`config.mk`:
```
export PLATFORM = sky130hd
export DESIGN_NAME = i2cx_port_expander
export DESIGN_NICKNAME = d
export VERILOG_FILES = /design/src/rtl/i2cx_pkg.sv /design/src/rtl/i2cx_glitch_filter.sv /design/src/rtl/i2cx_bus_events.sv /design/src/rtl/i2cx_slave_fsm.sv /design/src/rtl/i2cx_port_expander.sv
export SDC_FILE = /design/constraint.sdc
export NUM_CORES = 1
export LEC_CHECK = 0
export BUFFER_PORTS_ARGS = -buffer_cell sky130_fd_sc_hd__buf_2
export CAP_MARGIN = 20
export CORE_ASPECT_RATIO = 1.25
export CORE_UTILIZATION = 40
export CTS_CLUSTER_SIZE = 16
export DETAILED_ROUTE_END_ITERATION = 12
export PLACE_DENSITY = 0.53
export SKIP_LAST_GASP = 1
export SYNTH_ARGS = -nofsm -noshare
export SYNTH_HDL_FRONTEND = slang
export SYNTH_SLANG_ARGS = --single-unit
export TNS_END_PERCENT = 10
```
`constraint.sdc`:
```
create_clock -name clk -period 4.15 [get_ports clk]
set_input_delay 0.83 -clock clk [delete_from_list [all_inputs] [get_ports clk]]
set_output_delay 0.83 -clock clk [all_outputs]
set_load 0.005 [all_outputs]
```
`src/rtl/i2cx_pkg.sv`:
```
package i2cx_pkg;

    localparam int BYTE_W = 8;

    typedef enum logic [2:0] {
        ST_IDLE,
        ST_ADDR,
        ST_ADDR_ACK,
        ST_WR,
        ST_WR_ACK,
        ST_RD,
        ST_RD_ACK,
        ST_SKIP
    } xfer_state_e;

endpackage

```
`src/rtl/i2cx_glitch_filter.sv`:
```
module i2cx_glitch_filter #(
    parameter int SYNC_STAGES   = 2,
    parameter int STABLE_CYCLES = 4
) (
    input  logic clk,
    input  logic rst_n,
    input  logic raw_i,
    output logic clean_o
);
    localparam int CNT_W = $clog2(STABLE_CYCLES + 1);

    typedef struct packed {
        logic [SYNC_STAGES-1:0] sync;
        logic [CNT_W-1:0]       cnt;
        logic                   clean;
    } filt_regs_t;

    filt_regs_t q, d;
    logic newest;

    assign newest = q.sync[SYNC_STAGES-1];

    always_comb begin
        d      = q;
        d.sync = {q.sync[SYNC_STAGES-2:0], raw_i};
        if (newest != q.clean) begin
            if (q.cnt == CNT_W'(STABLE_CYCLES - 1)) begin
                d.clean = newest;
                d.cnt   = '0;
            end else begin
                d.cnt = q.cnt + 1'b1;
            end
        end else begin
            d.cnt = '0;
        end
    end

    always_ff @(posedge clk) begin
        if (!rst_n) begin
            q.sync  <= '1;
            q.cnt   <= '0;
            q.clean <= 1'b1;
        end else begin
            q <= d;
        end
    end

    assign clean_o = q.clean;

    // a new filtered level must already be present at the synchroniser output
    p_clean_settled_r8: assert property (@(posedge clk) disable iff (!rst_n)
        (q.clean != $past(q.clean)) |-> ($past(newest) == q.clean));

endmodule

```
`src/rtl/i2cx_bus_events.sv`:
```
module i2cx_bus_events (
    input  logic clk,
    input  logic rst_n,
    input  logic scl_f_i,
    input  logic sda_f_i,
    output logic scl_lvl_o,
    output logic sda_lvl_o,
    output logic scl_rise_o,
    output logic scl_fall_o,
    output logic start_o,
    output logic stop_o
);
    typedef struct packed {
        logic scl_prev;
        logic sda_prev;
        logic scl_cur;
        logic sda_cur;
    } evt_regs_t;

    evt_regs_t q, d;

    always_comb begin
        d          = q;
        d.scl_prev = q.scl_cur;
        d.sda_prev = q.sda_cur;
        d.scl_cur  = scl_f_i;
        d.sda_cur  = sda_f_i;
    end

    always_ff @(posedge clk) begin
        if (!rst_n) begin
            q <= '1;
        end else begin
            q <= d;
        end
    end

    assign scl_lvl_o  = q.scl_cur;
    assign sda_lvl_o  = q.sda_cur;
    assign scl_rise_o = q.scl_cur & ~q.scl_prev;
    assign scl_fall_o = ~q.scl_cur & q.scl_prev;
    assign start_o    = q.scl_cur & q.scl_prev & q.sda_prev & ~q.sda_cur;
    assign stop_o     = q.scl_cur & q.scl_prev & ~q.sda_prev & q.sda_cur;

    // at most one bus event is reported in any cycle
    p_one_event_r7: assert property (@(posedge clk) disable iff (!rst_n)
        $onehot0({scl_rise_o, scl_fall_o, start_o, stop_o}));

endmodule

```
`src/rtl/i2cx_slave_fsm.sv`:
```
module i2cx_slave_fsm
    import i2cx_pkg::*;
#(
    parameter logic [6:0] DEV_ADDR = 7'h27
) (
    input  logic              clk,
    input  logic              rst_n,
    input  logic              scl_lvl_i,
    input  logic              sda_lvl_i,
    input  logic              scl_rise_i,
    input  logic              scl_fall_i,
    input  logic              start_i,
    input  logic              stop_i,
    output logic              sda_oe_o,
    output logic [BYTE_W-1:0] reg_o
);
    localparam int CNT_W = $clog2(BYTE_W + 1);
    localparam logic [CNT_W-1:0] LAST = CNT_W'(BYTE_W);

    typedef struct packed {
        xfer_state_e       state;
        logic [CNT_W-1:0]  bitcnt;
        logic [BYTE_W-1:0] shift;
        logic [BYTE_W-1:0] mem;
        logic              rd_dir;
        logic              host_ack;
        logic              oe;
    } slv_regs_t;

    slv_regs_t q, d;

    always_comb begin
        d = q;
        if (start_i) begin
            d.state  = ST_ADDR;
            d.bitcnt = '0;
            d.oe     = 1'b0;
        end else if (stop_i) begin
            d.state  = ST_IDLE;
            d.bitcnt = '0;
            d.oe     = 1'b0;
        end else begin
            case (q.state)
                ST_ADDR, ST_WR: begin
                    if (scl_rise_i && q.bitcnt < LAST) begin
                        d.shift  = {q.shift[BYTE_W-2:0], sda_lvl_i};
                        d.bitcnt = q.bitcnt + 1'b1;
                    end
                    if (scl_fall_i && q.bitcnt == LAST) begin
                        if (q.state == ST_ADDR) begin
                            if (q.shift[BYTE_W-1:1] == DEV_ADDR) begin
                                d.state  = ST_ADDR_ACK;
                                d.rd_dir = q.shift[0];
                                d.oe     = 1'b1;
                            end else begin
                                d.state = ST_SKIP;
                            end
                        end else begin
                            d.mem   = q.shift;
                            d.state = ST_WR_ACK;
                            d.oe    = 1'b1;
                        end
                    end
                end
                ST_ADDR_ACK: begin
                    if (scl_fall_i) begin
                        d.bitcnt = '0;
                        if (q.rd_dir) begin
                            d.state = ST_RD;
                            d.shift = q.mem;
                            d.oe    = ~q.mem[BYTE_W-1];
                        end else begin
                            d.state = ST_WR;
                            d.oe    = 1'b0;
                        end
                    end
                end
                ST_WR_ACK: begin
                    if (scl_fall_i) begin
                        d.state  = ST_WR;
                        d.bitcnt = '0;
                        d.oe     = 1'b0;
                    end
                end
                ST_RD: begin
                    if (scl_rise_i && q.bitcnt < LAST) begin
                        d.bitcnt = q.bitcnt + 1'b1;
                    end
                    if (scl_fall_i && q.bitcnt != '0) begin
                        if (q.bitcnt == LAST) begin
                            d.state = ST_RD_ACK;
                            d.oe    = 1'b0;
                        end else begin
                            d.shift = {q.shift[BYTE_W-2:0], 1'b0};
                            d.oe    = ~q.shift[BYTE_W-2];
                        end
                    end
                end
                ST_RD_ACK: begin
                    if (scl_rise_i) begin
                        d.host_ack = ~sda_lvl_i;
                    end
                    if (scl_fall_i) begin
                        if (q.host_ack) begin
                            d.state  = ST_RD;
                            d.bitcnt = '0;
                            d.shift  = q.mem;
                            d.oe     = ~q.mem[BYTE_W-1];
                        end else begin
                            d.state = ST_SKIP;
                            d.oe    = 1'b0;
                        end
                    end
                end
                default: begin
                    d.oe = 1'b0;
                end
            endcase
        end
    end

    always_ff @(posedge clk) begin
        if (!rst_n) begin
            q.state    <= ST_IDLE;
            q.bitcnt   <= '0;
            q.shift    <= '0;
            q.mem      <= '0;
            q.rd_dir   <= 1'b0;
            q.host_ack <= 1'b0;
            q.oe       <= 1'b0;
        end else begin
            q <= d;
        end
    end

    assign sda_oe_o = q.oe;
    assign reg_o    = q.mem;

    // drive changes only after a cycle with the filtered clock low, or on start/stop
    p_drive_scl_low_r9: assert property (@(posedge clk) disable iff (!rst_n)
        (q.oe != $past(q.oe)) |-> ($past(!scl_lvl_i) || $past(start_i) || $past(stop_i)));

    // an unaddressed slave never pulls the line
    p_skip_quiet_r3: assert property (@(posedge clk) disable iff (!rst_n)
        (q.state == ST_SKIP) |-> !q.oe);

    // a register update is always accompanied by the data acknowledge
    p_mem_on_ack_r4: assert property (@(posedge clk) disable iff (!rst_n)
        (q.mem != $past(q.mem)) |-> (q.state == ST_WR_ACK && q.oe));

    // leaving the master-acknowledge slot for the skip state releases the line
    p_nack_release_r6: assert property (@(posedge clk) disable iff (!rst_n)
        ($past(q.state) == ST_RD_ACK && q.state == ST_SKIP) |-> !q.oe);

    // idle after a stop means released
    p_idle_release_r7: assert property (@(posedge clk) disable iff (!rst_n)
        (q.state == ST_IDLE) |-> !q.oe);

endmodule

```
`src/rtl/i2cx_port_expander.sv`:
```
module i2cx_port_expander
    import i2cx_pkg::*;
#(
    parameter logic [6:0] DEV_ADDR      = 7'h27,
    parameter int         SYNC_STAGES   = 2,
    parameter int         STABLE_CYCLES = 4
) (
    input  logic              clk,
    input  logic              rst_n,
    input  logic              scl_i,
    input  logic              sda_i,
    output logic              sda_oe_o,
    output logic [BYTE_W-1:0] gpio_o
);
    localparam int LINES = 2;

    logic [LINES-1:0] raw_lines;
    logic [LINES-1:0] clean_lines;

    logic scl_lvl, sda_lvl, scl_rise, scl_fall, start_p, stop_p;

    assign raw_lines = {sda_i, scl_i};

    for (genvar g = 0; g < LINES; g++) begin : g_filt
        i2cx_glitch_filter #(
            .SYNC_STAGES  (SYNC_STAGES),
            .STABLE_CYCLES(STABLE_CYCLES)
        ) u_filt (
            .clk    (clk),
            .rst_n  (rst_n),
            .raw_i  (raw_lines[g]),
            .clean_o(clean_lines[g])
        );
    end

    i2cx_bus_events u_events (
        .clk       (clk),
        .rst_n     (rst_n),
        .scl_f_i   (clean_lines[0]),
        .sda_f_i   (clean_lines[1]),
        .scl_lvl_o (scl_lvl),
        .sda_lvl_o (sda_lvl),
        .scl_rise_o(scl_rise),
        .scl_fall_o(scl_fall),
        .start_o   (start_p),
        .stop_o    (stop_p)
    );

    i2cx_slave_fsm #(
        .DEV_ADDR(DEV_ADDR)
    ) u_fsm (
        .clk       (clk),
        .rst_n     (rst_n),
        .scl_lvl_i (scl_lvl),
        .sda_lvl_i (sda_lvl),
        .scl_rise_i(scl_rise),
        .scl_fall_i(scl_fall),
        .start_i   (start_p),
        .stop_i    (stop_p),
        .sda_oe_o  (sda_oe_o),
        .reg_o     (gpio_o)
    );

endmodule

```
; ---- After elaboration in Yosys (flattened, before gate mapping)
; Index checks and enable logic that the tools add are counted.
[op_classes]
addsub = 3
n_lt_le_gt_ge = 1
eq_ne = 30
muxes = 31
bitwise = 19
reduce_logical = 21
[ops]
columns = operator, count
row1 = case mux 7 bit (5 select lines), 1
row2 = case mux 8 bit (4 select lines), 1
row3 = two-way mux 15 bit, 2
row4 = two-way mux 12 bit, 2
row5 = two-way mux 8 bit, 3
row6 = != test 4 x 3 -> 1 bit (second input constant), 6
row7 = AND reduction 7 bit, 3
row8 = != test 2 x 1 -> 1 bit (second input constant), 10
row9 = two-way mux 3 bit, 6
row10 = == test 3 x 2 -> 1 bit (second input constant), 4
row11 = inverter 1 bit, 12
row12 = AND reduction 6 bit, 2
row13 = two-way mux 1 bit, 10
row14 = two-way mux 5 bit, 2
row15 = AND reduction 10 bit, 1
row16 = == test 3 bit (second input constant), 3
row17 = OR reduction 3 bit, 3
row18 = nonzero test 4 bit, 2
row19 = bitwise AND 1 bit, 7
row20 = == test 7 x 6 -> 1 bit (second input constant), 1
row21 = two-way mux 7 bit, 1
row22 = nonzero test 7 bit, 1
row23 = adder 3 x 1 -> 3 bit (second input constant), 2
row24 = case mux 1 bit (5 select lines), 1
row25 = 15 further kinds, 19
[totals]
reg_bits = 42
input_bits = 4
output_inout_bits = 9
word_cells = 123

; ---- Logic depth before layout (Yosys ltp)
[depth]
ltp_word = 7
mapped_depth = 6
ltp_nobuf = 6

; ---- Hierarchy
; A second synthesis with hierarchy kept.
[hier_totals]
hier_cells = 222
hier_area_um2 = 2097.0
[by_module_without_submodules]
columns = module, n_inst, cells_each, area_per_inst_um2, seq_area_each_um2
row1 = i2cx_slave_fsm, 1, 176, 1531.5, 520.5
row2 = i2cx_glitch_filter, 2, 17, 214.0, 120.1
row3 = i2cx_bus_events, 1, 12, 137.6, 80.1

; ---- Worst setup path before layout
; OpenSTA, ideal clock, no wires.
[synth_timing]
path_kind = input port to flip-flop
startpoint = input port rst_n
endpoint = register u_fsm.q[20] (netlist name)
setup_time_ns = 0.087
arrival_ns = 1.898
t_required_ns = 4.063
slack_ns = 2.165
cell_stages = 5
n_path_buf = 1
path_cell_list = buf_2 -> inv_1 -> a31o_2 -> or4_1 -> o31ai_1
[synth_via]
elab_chain_cells = 2
[synth_rtl]
columns = element, line_no
row1 = start: declaration, i2cx_port_expander.sv:9  ; input logic rst_n,
row2 = inverter 1 bit (no source line), -
row3 = OR reduction 3 bit (no source line), -
row4 = end: declaration, i2cx_slave_fsm.sv:30  ; slv_regs_t q, d;
; Every way passes these cells.
; A chain may end at the register's enable or synchronous reset.

; ---- Final worst setup path
; Same ends and word-level chain as after synthesis.

==> impl_metrics.toml <==
[worst_setup_path]
cp_cell_sequence = "buf_2, inv_1, a31o_2, or4_1, o31ai_1"
r2r_slack_ns = 1.82
rr_worst_depth = 4
crit_family = "buffers and inverters"
critPathLaunchType = "primary input"
slowest_stage = "or4_1"
worstPathRequired_ns = 4.35
cpPeakStageDelay_ns = 0.53
timing_worst_setup_path_type = "primary input to flop"
r2r-end = "u_fsm.q[14]$_SDFFE_PN0P_"
cp.arrival_ns = 2.58
end_kind = "flop"
r2r-start = "u_fsm.q[24]$_SDFFE_PP0P_"
crit_buf_inv = 2
worst-path-max-fanout = 28

[detailed_routing]
initialDrtViolationCount = 132
drc = 0
first_pass_iters = 4
finalWirelength_mm = 4.29
ant_nets = 0
drt-wirelength-per-cell_um = 14.4
viasPerCell = 5.51
vias = 1637

[sta]
fin_crit_sh = 0.574
hold_violations = 0
setup_viol = 0
rsz0062_at_grt = "false"
tightestPinTransition_ns = 0.867
period_needed_ns = 2.38
slew_viol_final = 0
finClkSkew_ns = 0.00351
totalNegativeSetupSlack_ns = 0
slew_headroom = 0.421
max_freq_ghz = 0.420

[clock_tree]
clk-insertion-delay-late_ns = 0.29
htreeDepth = 2
cts_buffer_depth = 2
cts_hold_buf = 0
clkTransAtPathRegs_ns = 0.08
post-cts-setup-buffer-count = 0
cts_resized = 0
cts.sink_count = 42
cts-root-buf = "clkbuf_8"
cts_tree = "built"
cts-buffers-inserted = 5

[final_layout]
finalNonFillerCells = 297
fill_cells = 528
fin_nets = 244
num_antenna_cells = 0
drive_above_1_share = 0.153
area_delta_synth_final_pct = 5.46

[global_route]
grt-ovfl-total = 0
grt_usage = 0.164
grt_max_degree = 29
antenna_found_initial = 0
grt_first_pass_wirelength_mm = 7.20
grt_pass1_vias = 1479

[synth]
yosysTopAreaCellShare = 0.386
synthDistinctLibCells = 57
synth_area_um2 = 2180
synthesis.nets = 246
synth.most_common_cell = "dfxtp_1"
syn-instance-count = 236
async_flop_share = 0
synth_commonest_cells = "42 x dfxtp_1, 24 x nand2_1, 19 x nor2_1, 18 x mux2i_1, 12 x inv_1"
yosysWarnings = 0
synthFlopType = "dfxtp_1"
synth_seq_cells = 42
synth_area_leader_cell = "dfxtp_1"
synth-edff-count = 0
seq_area_frac_synth = 0.386
synth_area_per_cell_um2 = 9.22
synthTopCellsByArea = "dfxtp_1 39%, mux2i_1 8.3%, nand2_1 4.1%, mux2_2 3.6%, buf_4 3.4%"

[power]
power.density_nw_per_um2 = 323
clkPwrFrac = 0.435
power_switching_w = 0.000152
swShare = 0.206
intPower_w = 0.000589
vdd_drop_max_mv = 0.242
p_leak_nw = 0.950
seq_power_share = 0.548
power_frac_comb = 0.018

[place]
dp.cells = 289
routabilityCongestion = 0.754
portBuffers = 12
dpl.hpwl_mm = 2.94

[worst_hold_path]
hold_end = "g_filt[1].u_filt.newest$_SDFF_PN1_"
hp-start = "g_filt[1].u_filt.d[5]$_SDFF_PN1_"
hold_depth = 1
min-delay-path-class = "flop to flop"

[outcome]
outcome = "completed"

[die]
fp.dieH_um = 84.5
dieArea_um2 = 5740
initial_core_util = 0.423
die_w_um = 68.0
ios = 13
core_um2 = 5150
placementRows = 29

[flow_run]
cap_viol_max_count = 0
[routing by layer]
layer  global-route usage  wire, um
met2                0.252      2010
met4               0.0511        53
met3               0.0367       152
met1                0.224      2070
met5                    0         0
[cell families (layout without fill, tap and decap cells)]
logic type	after synthesis	after routing	share of synthesized area
buffers and inverters	33	32	0.0799
xor gates and xnor gates	3	3	0.0121
AOI/OAI and AO/OA	42	42	0.149
and+or+nand+nor	85	85	0.219
DFF	42	42	0.386
muxes	25	25	0.119
adders and majority gates	6	6	0.0345
[sequential cells by signal (all words and copies together), names as in the netlist]
| name | count |
|---|---|
| g_filt.u_filt.clean_o | 2 |
| g_filt.u_filt.d | 2 |
| g_filt.u_filt.newest | 2 |
| g_filt.u_filt.q | 6 |
| u_events.q | 2 |
| u_events.scl_lvl_o | 1 |
| u_events.sda_lvl_o | 1 |
| u_fsm.q | 17 |
| u_fsm.reg_o | 8 |
| u_fsm.sda_oe_o | 1 |
[worst reg2reg max path, stage by stage, from the launching register on]
cell and delay [ns]:
dfxtp_1 0.68, nor2b_1 0.77, nand3_1 0.28, o2111ai_4 0.29, mux2i_1 0.24
[worst max-delay path by stage]
stage / start / to / cells after the start
after floorplan: rst_n / u_fsm.q[20]$_SDFFE_PP0P_ / 5
after global placement: rst_n / u_fsm.q[20]$_SDFFE_PP0P_ / 5
after detailed placement: rst_n / u_fsm.q[20]$_SDFFE_PP0P_ / 5
after CTS: rst_n / u_fsm.q[20]$_SDFFE_PP0P_ / 5
after global routing: u_fsm.q[24]$_SDFFE_PP0P_ / u_fsm.q[24]$_SDFFE_PP0P_ / 4
final: rst_n / u_fsm.q[20]$_SDFFE_PP0P_ / 5
[through the flow]
stage                     setup slack, ns  power, W  utilization  hold slack, ns  instance area, um^2
final                                1.77  0.000741        0.446           0.413                 2300
after global routing                 1.58  0.000774        0.446           0.434                 2300
after CTS                            1.77  0.000752        0.446           0.417                 2300
after detailed placement             1.47  0.000429        0.424           0.396                 2190
after global placement               1.51  0.000429        0.424           0.390                 2190
after floorplan                      2.17  0.000426            -           0.386                 2180
[power by group through the flow]
stage	logic (W)	clock network [W]	registers (W)
finish	0.0000132	0.000322	0.000406
global route	0.0000146	0.000353	0.000406
CTS	0.0000134	0.000333	0.000406
detailed placement	0.0000134	0	0.000415
global placement	0.0000132	0	0.000415
floorplan	0.0000103	0	0.000415
[cells in the final DEF (no fill, tap or decap), drive strengths merged, types with 2 or more instances in the layout]
cell and count:
o31ai 2, nor2b 2, or3 2, nand4b 3, and3b 2, mux2i 18, nand2 24, a211o 2
a311oi 2, clkbuf 6, a211oi 3, nand4 2, nor2 19, and3 3, xnor2 2, nor3 3
dfxtp 42, o21ai 5, mux2 7, inv 12, a31oi 5, ha 6, a21oi 8, buf 12
o311ai 2, nand2b 11, nand3 5
[cell type report]
| class | instances | area (um^2) | area share |
|---|---|---|---|
| inverters | 12 | 45.0 | 0.0196 |
| multi-input cells | 161 | 1160 | 0.506 |
| well taps | 62 | 77.6 | 0.0338 |
| flip-flops and latches | 42 | 841 | 0.366 |
| clock buffers | 6 | 72.6 | 0.0316 |
| repair buffers | 12 | 60.1 | 0.0262 |
| clock inverters | 2 | 37.5 | 0.0163 |
Note: power is estimated with default switching activity, not from simulation.
